--- config.mk ---
export PLATFORM = sky130hd
export DESIGN_NAME = fcmp_branch
export DESIGN_NICKNAME = d
export VERILOG_FILES = /design/src/rtl/fcmp_branch.sv
export SDC_FILE = /design/constraint.sdc
export NUM_CORES = 1
export LEC_CHECK = 0
export BUFFER_PORTS_ARGS = -buffer_cell sky130_fd_sc_hd__buf_2
export CAP_MARGIN = 25
export CORE_AREA = 2 2 51 77
export DETAILED_ROUTE_END_ITERATION = 8
export DIE_AREA = 0 0 53 79
export PLACE_DENSITY = 0.71
export REMOVE_ABC_BUFFERS = 1
export SETUP_SLACK_MARGIN = 0.02
export SYNTH_ARGS = -nofsm -noshare
export SYNTH_HDL_FRONTEND = slang
export SYNTH_SLANG_ARGS = --single-unit
--- constraint.sdc ---
create_clock -name clk -period 2.2 [get_ports clk]
set_input_delay 0.11 -clock clk [delete_from_list [all_inputs] [get_ports clk]]
set_output_delay 0.11 -clock clk [all_outputs]
set_load 0.005 [all_outputs]
--- src/rtl/fcmp_branch.sv ---
module fcmp_branch (
  input  logic        clk,
  input  logic        rst_n,
  input  logic        cmp_valid,
  input  logic [31:0] op_a,
  input  logic [31:0] op_b,
  input  logic [3:0]  cond_sel,
  output logic [1:0]  fcc_q,
  output logic        take
);
  localparam logic [1:0] FCC_EQ = 2'd0;
  localparam logic [1:0] FCC_LT = 2'd1;
  localparam logic [1:0] FCC_GT = 2'd2;
  localparam logic [1:0] FCC_UN = 2'd3;

  logic nan_a, nan_b, both_zero, mag_lt;
  logic [1:0] fcc_new, fcc_eff;

  assign nan_a     = (&op_a[30:23]) && (|op_a[22:0]);
  assign nan_b     = (&op_b[30:23]) && (|op_b[22:0]);
  assign both_zero = (op_a[30:0] == 31'd0) && (op_b[30:0] == 31'd0);
  assign mag_lt    = op_a[30:0] < op_b[30:0];

  always_comb begin
    if (nan_a || nan_b)             fcc_new = FCC_UN;
    else if (both_zero)             fcc_new = FCC_EQ;
    else if (op_a == op_b)          fcc_new = FCC_EQ;
    else if (op_a[31] != op_b[31])  fcc_new = op_a[31] ? FCC_LT : FCC_GT;
    else if (op_a[31])              fcc_new = mag_lt ? FCC_GT : FCC_LT;
    else                            fcc_new = mag_lt ? FCC_LT : FCC_GT;
  end

  always_ff @(posedge clk) begin
    if (!rst_n)         fcc_q <= FCC_EQ;
    else if (cmp_valid) fcc_q <= fcc_new;
  end

  assign fcc_eff = cmp_valid ? fcc_new : fcc_q;
  assign take    = cond_sel[~fcc_eff];

  assert_hold_R7: assert property (@(posedge clk) disable iff (!rst_n)
    !cmp_valid |=> $stable(fcc_q));
  assert_nan_unord_R2: assert property (@(posedge clk) disable iff (!rst_n)
    (cmp_valid && (nan_a || nan_b)) |=> fcc_q == FCC_UN);
  assert_zero_eq_R3: assert property (@(posedge clk) disable iff (!rst_n)
    (cmp_valid && both_zero) |=> fcc_q == FCC_EQ);
  assert_sign_lt_R4: assert property (@(posedge clk) disable iff (!rst_n)
    (cmp_valid && !nan_a && !nan_b && !both_zero && op_a[31] && !op_b[31]) |=> fcc_q == FCC_LT);
  assert_never_R11: assert property (@(posedge clk) disable iff (!rst_n)
    (cond_sel == 4'd0) |-> !take);
  assert_always_R11: assert property (@(posedge clk) disable iff (!rst_n)
    (cond_sel == 4'd15) |-> take);
  assert_lg_unord_R10: assert property (@(posedge clk) disable iff (!rst_n)
    (cond_sel == 4'd6 && cmp_valid && (nan_a || nan_b)) |-> !take);
endmodule

==> summary.md <==
| Metric | Value |
|---|---|
| Crit. End Element | output pin |
| Clock share of power | 22.9% |
| DIE WIDTH | 53 um |
| Worst clock skew | 0 ns |
| Placed insts | 329 |
| Period utilisation layout | 109% |
| Outcome | finished with violations |
| Fin area | 0.00244 mm^2 |
| Fin. Hold Viols | 0 |
| Pwr dens | 271 mW/mm^2 |
| Worst setup SP type | primary input |
| Clock sink total | 2 |
| Number of routed nets with antenna violations | 0 |
| Vias in the first global route | 1899 |
| Biggest regs | fcc_q (2) |
| CP Cell Sequence | buf_2 > ha_4 > nand4_1 > nor2_1 > and4_4 > a21boi_4 > nor3_4 > or4_4 > nand3_2 > mux2_4 > buf_6 |
| Lkg Pwr | 0.00115 uW |
| Setup slack after placement | -0.222 ns |
| CTS buffer count | 3 |
| Final nets | 396 |
| Clock slew at reported path FFs | 0.03 ns |
| Vias/cell | 5.31 |
| Sw Share | 37.5% |
| DRC | 0 |
| Worst setup startpoint | op_a[22] |
| Post-DR wirelength/cell | 14.6 um |
| Placer Congestion | 0.821 |
| Register area share after synthesis | 3.39% |
| Relative slew slack | 71.6% |
| DRT iter0 DRCs | 13 |
| Flip-flop count of the largest register after layout | 2 |
| Yosys reg bits | 2 |
| Final wirelength | 4.88 mm |
| WP data arrival | 2.30 ns |
| Remaining global-route overflow | 0 |
| Hold buffers post-CTS | 0 |
| FFs w/ async S/R, synth | 0% |
| Worst setup path category | primary input to output pin |
| Hold wc startpoint | rst_n |
| Max Root-Sink Buffers | 2 |
| Dominant cells by area after synthesis | ha_1 (33%), inv_1 (9.8%), nor4_1 (7.4%) |
| FP Rows | 27 |
| Yosys top cell area share | 32.8% |
| Failing checks | setup timing |
| Switching power | 248 uW |
| CP max FO | 6 |
| Slew Viols, Final | 0 |
| Root buf cell | clkbuf_8 |
| R2r startpoint | fcc_q[0] |
| Post-synth top area cell | ha_1 |
| DP HPWL | 3.70 mm |
| Worst skew pair latency | 0.22 ns |
| Antenna violations before repair | 0 |
| Chip Height | 79 um |
| Setup Viol. Count Final | 1 |
| RSZ-0062 raised after global routing | yes |
| Worst IR drop on VDD | 0.450 mV |
| Mapped Area | 0.00118 mm^2 |
| Crit path required time | 2.09 ns |
| Final min period | 2.41 ns |
| Synthesis warning total | 0 |
| Synth unique cells | 31 |
| IO buf count | 73 |
| Combinational power share | 70.7% |
| Highest clock rate | 415 MHz |
| Power, Total | 660 uW |
| Placed inst area | 0.00192 mm^2 |
| Critical path buffer and inverter count | 2 |
| Starting density of the core | 33.3% |
| Hold Path Class | primary input to register |
| Slowest stage delay, CP | 0.50 ns |
| Syn_area_per_cell | 6.96 um^2 |
| Sequential share of power | 6.3% |
| Main synth FF type | dfxtp_1 |
| CTS tree | built |
| Pre-antenna DRT Iters | 4 |
| # diodes | 0 |
| Final setup margin | -0.207 ns |
| EDFF count, synth | 0 |
| Fill cell count | 315 |
| Non-Filler Instances | 335 |
| Wire length of the first global-routing pass | 7.47 mm |
| CP delay by family, top | simple AND/OR/NAND/NOR gates |
| # H-tree levels | 1 |
| Util after Layout | 68.7% |
| Internal power | 413 uW |
| Largest Register | fcc_q |
| Max-Cap Viols | 0 |
| Top post-synthesis cells by count | ha_1 (31), inv_1 (31), a21oi_1 (14), nand2_1 (14), nor4_1 (14) |
| CORE AREA | 0.00355 mm^2 |
| Layout cells sized above 1 | 64.0% |
| P&R area growth vs syn | 106% |
| Largest net degree at the start of global routing | 9 |
| Crit path max-delay cell type | or4_4 |
| I/O Pins | 74 |
| Synth Instances | 170 |
| GRT Util Overall | 23.0% |
| Routed vias | 1778 |
| Die area | 0.00419 mm^2 |
| Slew of the pin with the lowest slew margin | 0.424 ns |
final timing paths:
kind              endpoint  slack (ns)  cells past startpoint
setup / recovery      take       -0.21                     11
hold / removal    fcc_q[0]        0.14                      2
setup reg to reg  fcc_q[0]        1.28                      4
hold reg to reg   fcc_q[1]        0.56                      2
placed cells by master, fill, tap and decap left out, types with 2 or more instances in the layout:
master and count:
a21oi_1 4, dfxtp_1 2, nand3_1 4, o211ai_1 3, ha_1 11, inv_2 11
buf_6 9, ha_4 20, inv_1 16, nor3_4 2, a21oi_2 9, and4_1 2
nand2_2 2, buf_2 64, nand2_1 12, a211oi_2 2, o21ai_0 6, inv_4 4
nor4_1 13, o21ai_1 3, a31oi_1 2, nor3_1 5, buf_4 46, clkbuf_8 3
nand4_1 10, nor2_1 8
cells by family (layout without fill, tap and decap cells):
kind of cell | after synthesis | count (layout) | synth area share (%)
XOR/XNOR | 1 | 1 | 0.741
AO/OA/AOI/OAI | 37 | 37 | 20.3
adder cells (fa/ha/maj) | 31 | 31 | 32.8
buffers and inverters | 31 | 153 | 9.84
multiplexers | 1 | 1 | 0.952
AND/OR/NAND/NOR | 67 | 67 | 32.0
flip-flops | 2 | 2 | 3.39
stage by stage:
step	setup TNS (ns)	hold WS (ns)
2_1_floorplan	0	0.232
3_3_place_gp	-0.185	0.380
3_5_place_dp	-0.222	0.361
4_1_cts	-0.0962	0.141
5_1_grt	-0.295	0.157
6_report	-0.207	0.145
what timing repair did:
| item | 4_1_cts | 5_1_grt |
|---|---|---|
| buffers inserted | 2 | 1 |
| pin swaps | 23 | 24 |
| endpoints found under the setup margin | 1 | 1 |
| resized for setup | 41 | 37 |
cell type report:
type | count | area, um^2 | share of cell area, %
clock buffer | 3 | 41.3 | 1.69
inverter | 31 | 126 | 5.18
multi-input combinational | 137 | 1410 | 57.8
sequential | 2 | 40.0 | 1.64
tap | 43 | 53.8 | 2.21
timing repair buffer | 119 | 767 | 31.5
layer usage:
layer	GRT usage, %	routed length [um]
met5	0	0
met4	4.87	102
met3	3.20	304
met2	48.9	2830
met1	21.3	1640
power groups by stage:
stage	Combinational [uW]	Clock (uW)	Sequential (uW)
5_1_grt	515	155	42.4
3_3_place_gp	318	0	42.4
2_1_floorplan	141	0	42.7
4_1_cts	400	154	41.8
6_report	467	151	41.9
3_5_place_dp	326	0	42.3
Power figures use the tool's default switching activity.
